## src/rtl/lv_pkg.sv

```systemverilog
package lv_pkg;
  localparam int DATA_W    = 32;
  localparam int ADDR_W    = 2;
  localparam int NUM_SRC   = 2;
  localparam int SYNC_STG  = 2;
  // Source 0 (ADC supply) sits at MSB-first position 9, source 1 at 10.
  localparam int MSB0_BASE = 9;

  typedef enum logic [ADDR_W-1:0] {
    REG_STATUS  = 2'd0,
    REG_IRQ_EN  = 2'd1,
    REG_RST_EN  = 2'd2,
    REG_RST_SEL = 2'd3
  } reg_addr_e;

  function automatic int flag_lsb(int src);
    return DATA_W - 1 - MSB0_BASE - src;
  endfunction

  function automatic logic [DATA_W-1:0] to_word(logic [NUM_SRC-1:0] v);
    logic [DATA_W-1:0] w;
    w = '0;
    for (int s = 0; s < NUM_SRC; s++) w[flag_lsb(s)] = v[s];
    return w;
  endfunction

  function automatic logic [NUM_SRC-1:0] from_word(logic [DATA_W-1:0] w);
    logic [NUM_SRC-1:0] v;
    for (int s = 0; s < NUM_SRC; s++) v[s] = w[flag_lsb(s)];
    return v;
  endfunction
endpackage

```

## src/rtl/lv_sync.sv

```systemverilog
module lv_sync #(
  parameter int STAGES = 2
) (
  input  logic clk,
  input  logic rst_n,
  input  logic async_in,
  output logic rise
);
  logic [STAGES-1:0] sh;
  logic              prev;

  always_ff @(posedge clk or negedge rst_n) begin
    if (!rst_n) begin
      sh   <= '0;
      prev <= 1'b0;
    end else begin
      sh   <= {sh[STAGES-2:0], async_in};
      prev <= sh[STAGES-1];
    end
  end

  assign rise = sh[STAGES-1] & ~prev;
endmodule

```

## src/rtl/lv_flag_bank.sv

```systemverilog
module lv_flag_bank #(
  parameter int N = 2
) (
  input  logic         clk,
  input  logic         rst_n,
  input  logic [N-1:0] set_evt,
  input  logic [N-1:0] clr_w1c,
  input  logic [N-1:0] rst_en,
  output logic [N-1:0] take,
  output logic [N-1:0] flag
);
  logic [N-1:0] flag_n;

  assign take = flag & rst_en;

  // A fresh detection overrides both a software clear and a reset take.
  always_comb flag_n = set_evt | (flag & ~clr_w1c & ~take);

  always_ff @(posedge clk or negedge rst_n) begin
    if (!rst_n) flag <= '0;
    else        flag <= flag_n;
  end
endmodule

```

## src/rtl/lv_req_gen.sv

```systemverilog
module lv_req_gen #(
  parameter int N = 2
) (
  input  logic         clk,
  input  logic         rst_n,
  input  logic [N-1:0] flag,
  input  logic [N-1:0] irq_en,
  input  logic [N-1:0] take,
  input  logic [N-1:0] rst_sel,
  output logic         irq,
  output logic         rst_func_req,
  output logic         rst_dest_req
);
  logic want_dest, want_func;

  assign want_dest = |(take & rst_sel);
  assign want_func = |(take & ~rst_sel) & ~want_dest;

  always_ff @(posedge clk or negedge rst_n) begin
    if (!rst_n) begin
      irq          <= 1'b0;
      rst_func_req <= 1'b0;
      rst_dest_req <= 1'b0;
    end else begin
      irq          <= |(flag & irq_en & ~take);
      rst_func_req <= want_func;
      rst_dest_req <= want_dest;
    end
  end
endmodule

```

## src/rtl/lv_event_ctrl.sv

```systemverilog
module lv_event_ctrl
  import lv_pkg::*;
(
  input  logic              clk,
  input  logic              rst_n,
  input  logic              det_adc,
  input  logic              det_io,
  input  logic [ADDR_W-1:0] bus_addr,
  input  logic              bus_we,
  input  logic [DATA_W-1:0] bus_wdata,
  output logic [DATA_W-1:0] bus_rdata,
  input  logic              boot_load,
  input  logic [NUM_SRC-1:0] boot_rst_en,
  output logic              irq,
  output logic              rst_func_req,
  output logic              rst_dest_req
);
  logic [NUM_SRC-1:0] det_in, det_rise, flag_q, take;
  logic [NUM_SRC-1:0] irq_en_q, rst_en_q, rst_sel_q, rst_en_n;
  logic [NUM_SRC-1:0] wr_bits, clr_w1c;
  logic               unused_wdata;

  assign det_in  = {det_io, det_adc};
  assign wr_bits = from_word(bus_wdata);
  assign clr_w1c = (bus_we && bus_addr == REG_STATUS) ? wr_bits : '0;
  assign unused_wdata = ^(bus_wdata & ~to_word('1));

  for (genvar s = 0; s < NUM_SRC; s++) begin : g_sync
    lv_sync #(.STAGES(SYNC_STG)) u_sync (
      .clk(clk), .rst_n(rst_n), .async_in(det_in[s]), .rise(det_rise[s])
    );
  end

  lv_flag_bank #(.N(NUM_SRC)) u_flags (
    .clk(clk), .rst_n(rst_n), .set_evt(det_rise), .clr_w1c(clr_w1c),
    .rst_en(rst_en_q), .take(take), .flag(flag_q)
  );

  // Reset enables only ever accumulate set bits.
  always_comb begin
    rst_en_n = rst_en_q;
    if (boot_load) rst_en_n = rst_en_n | boot_rst_en;
    if (bus_we && bus_addr == REG_RST_EN) rst_en_n = rst_en_n | wr_bits;
  end

  always_ff @(posedge clk or negedge rst_n) begin
    if (!rst_n) begin
      irq_en_q  <= '0;
      rst_sel_q <= '0;
      rst_en_q  <= '0;
    end else begin
      rst_en_q <= rst_en_n;
      if (bus_we && bus_addr == REG_IRQ_EN)  irq_en_q  <= wr_bits;
      if (bus_we && bus_addr == REG_RST_SEL) rst_sel_q <= wr_bits;
    end
  end

  always_comb begin
    unique case (bus_addr)
      REG_STATUS:  bus_rdata = to_word(flag_q);
      REG_IRQ_EN:  bus_rdata = to_word(irq_en_q);
      REG_RST_EN:  bus_rdata = to_word(rst_en_q);
      default:     bus_rdata = to_word(rst_sel_q);
    endcase
  end

  lv_req_gen #(.N(NUM_SRC)) u_req (
    .clk(clk), .rst_n(rst_n), .flag(flag_q), .irq_en(irq_en_q), .take(take),
    .rst_sel(rst_sel_q), .irq(irq), .rst_func_req(rst_func_req),
    .rst_dest_req(rst_dest_req)
  );
endmodule

```

## config.mk

```make
export PLATFORM = sky130hd
export DESIGN_NAME = lv_event_ctrl
export DESIGN_NICKNAME = d
export VERILOG_FILES = /design/src/rtl/lv_pkg.sv /design/src/rtl/lv_sync.sv /design/src/rtl/lv_flag_bank.sv /design/src/rtl/lv_req_gen.sv /design/src/rtl/lv_event_ctrl.sv
export SDC_FILE = /design/constraint.sdc
export NUM_CORES = 1
export LEC_CHECK = 0
export BUFFER_PORTS_ARGS = -buffer_cell sky130_fd_sc_hd__clkbuf_2
export CORE_MARGIN = 4
export CORE_UTILIZATION = 40
export DETAILED_ROUTE_END_ITERATION = 8
export HOLD_SLACK_MARGIN = 0.15
export PLACE_DENSITY = 0.84
export SETUP_SLACK_MARGIN = 0.1
export SKIP_LAST_GASP = 1
export SLEW_MARGIN = 40
export SYNTH_ARGS = -nofsm -noshare
export SYNTH_HDL_FRONTEND = slang
export SYNTH_SLANG_ARGS = --single-unit
```

## constraint.sdc

```tcl
create_clock -name clk -period 2.71 [get_ports clk]
set_clock_uncertainty 0.2 [all_clocks]
set_input_delay 0.1355 -clock clk [delete_from_list [all_inputs] [get_ports clk]]
set_output_delay 0.1355 -clock clk [all_outputs]
set_load 0.05 [all_outputs]
```

==> run summary <==
Outcome - complete, no violations
Crit. End Element - primary output
Post-Syn Area - 893.4 um2
Worst hold slack - 0.1561 ns
Die area - 0.003054 mm2
Vias in the first global route - 577
Req. time, crit path - 2.37 ns
Die span in y - 55.26 um
Top Family by Delay on Critical Path - buffers and inverters
WL per Instance - 11.85 um
Non-Filler Instances - 136
Post-synth EDFFs - 0
Ys Warns - 0
Slowest stage delay, CP - 0.56 ns
Lkg Pwr - 0.5396 nW
CTS tree - yes
Clock sinks - 17
Worst-case clock buffer depth - 2
Cells after Synth - 75
Power consumption - 621.0 uW
Final Critical Period - 1.985 ns
Clk pin slew, worst setup/hold paths - 0.09 ns
Final Hold Fails - 0
Buf/Inv on CP - 3
# DRC - 0
Fin worst setup slack - 0.7255 ns
Initial core utilization - 0.4375
Most frequent CP cell - clkbuf_2
TritonCTS Buffers - 3
Cell Rows - 16
Router iterations before antenna repair - 4
Post-layout util - 0.5202
Via Count - 590
CP Max Fanout - 7
Gpl congestion - 0.8272
ANT nets after route - 0
Placed Instance Area - 890.9 um2
Fin nets - 152
Area growth from synthesis to layout - 18.91%
Core box area - 0.002042 mm2
Crit start category - input pin
Async set or reset register ratio after synthesis - 1.000
Register area share after synthesis - 0.4762
Top cell type's share of synthesized area - 0.4762
PortBufs - 16
Maximum Capacitance Violations - 0
Max Fclk - 0.5039 GHz
Pre-CTS setup slack - 1.232 ns
WL final - 1611 um
Setup TNS - 0 ns
Largest net degree at the start of global routing - 18
Ranking of synthesized cells by area - dfrtp_1, buf_4, mux4_1
Crit path kind - in2out
Cell taking the most area after synthesis - dfrtp_1
Mean Syn Cell Area - 11.91 um2
DP Wirelength - 1142 um
Antenna violations before repair - 0
Cell variety after synth - 16
Clock Latency Late Sink - 0.29 ns
Final setup fails - 0
First-pass GRT wire length - 2518 um
Die span in x - 55.26 um
Period utilization - 0.7323
Top Ports - 77
RSZ-0062 raised after global routing - no
Most used DFF post-synth - dfrtp_1
Initial DRC count - 9
Post-CTS Setup Repair Bufs - 0
Peak supply drop - 0.0004247 V
GRT Total Usage - 0.1067
# fillers - 193
Finished Cell Area - 0.001062 mm2
Synthesis-stage register bit count - 17
Hold crit path type - in2reg
Root Driver - clkbuf_4
Post-synth top cells - buf_4, dfrtp_1, inv_1, mux2_2
Count leader, synth - buf_4
Crit-path cells - dlygate4sd3_1 > clkbuf_2 > mux4_1 > clkbuf_2
Max-slew violation count - 0
Share of layout cells above drive strength 1 - 0.2385
Post_cts resized - 0
Total gr overflow - 0
Placed Instances - 117
H-tree levels - 1
CP max-delay cell - mux4_1
Antenna cells - 0
CP arrival - 1.65 ns
Via/cell ratio - 4.338
Cell Pwr Density - 584.6 mW/mm2
## state kept, by name (all words and copies together), names as in the netlist
name and cells:
g_sync.u_sync.sh 4, u_req.irq 1, g_sync.u_sync.prev 2, rst_en_q 2, u_req.rst_func_req 1, rst_sel_q 2
irq_en_q 2, u_flags.flag 2, u_req.rst_dest_req 1
## layout make-up
class / count / area [um2] / share of cell area
well taps: 27 / 33.78 / 0.03180
repair buffers: 31 / 225.2 / 0.2120
inverters: 4 / 15.01 / 0.01413
flip-flops and latches: 17 / 425.4 / 0.4005
clock buffers: 4 / 26.28 / 0.02473
multi-input cells: 53 / 336.6 / 0.3168
## final timing paths
kind                                                        from                                to  slack [ns]  depth (start not counted)
worst max register to register             rst_en_q[1]$_DFF_PN0_             rst_en_q[1]$_DFF_PN0_        1.15                          2
worst min register to register  g_sync[1].u_sync.sh[0]$_DFF_PN0_  g_sync[1].u_sync.sh[1]$_DFF_PN0_        0.16                          0
worst max-delay path                                 bus_addr[0]                     bus_rdata[22]        0.73                          4
worst min-delay path                                 bus_addr[1]           irq_en_q[1]$_DFFE_PN0P_        0.16                          3
min in group asynchronous                                  rst_n          rst_sel_q[0]$_DFFE_PN0P_        0.20                          3
max in group asynchronous                                  rst_n  g_sync[1].u_sync.sh[0]$_DFF_PN0_        1.84                          3
## layer usage
metal / up-vias / part of all wire / track usage
met3: 2 / 0.12 / 0.05361
met5: - / 0 / 0
li1: 265 / - / -
met2: 42 / 0.50 / 0.1909
met1: 281 / 0.37 / 0.1121
met4: 0 / 0.012 / 0.02083
## where the power goes
| group | switching [mW] | internal (mW) | leakage (nW) |
|---|---|---|---|
| Combinational | 0.150 | 0.0486 | 0.325 |
| Sequential | 0.0131 | 0.275 | 0.200 |
| Clock | 0.0775 | 0.0573 | 0.0150 |
| Total | 0.241 | 0.380 | 0.540 |
## timing repair
item / in CTS / in global routing
setup endpoints to repair: 0 / 0
hold buffers: 15 / 0
endpoints found under the hold margin: 27 / 0
## cell usage in the layout, fill, tap and decap left out, types with 2 or more instances in the layout
cell            n
clkbuf_4        3
and4bb_2        2
o22ai_1         3
nand2b_1        2
a221o_1         2
nand3_1         3
conb_1         30
inv_1           4
mux4_1          2
dlygate4sd3_1  14
clkbuf_2       16
dfrtp_1        17
mux2_2          4
## worst register-to-register path, cell delays in order, from the launching register on
cell           delay (ns)
dfrtp_1              0.43
a221o_1              0.27
dlygate4sd3_1        0.55
## cells by family (layout without fill, tap and decap cells)
group / Yosys count / in the layout / share of synthesized area
AOI/OAI and AO/OA: 6 / 6 / 0.05323
buffers and inverters: 34 / 39 / 0.2689
DFF: 17 / 17 / 0.4762
muxes: 6 / 6 / 0.1092
other: 1 / 30 / 0.004198
and+or+nand+nor: 11 / 11 / 0.08823
Power figures use the tool's default switching activity.
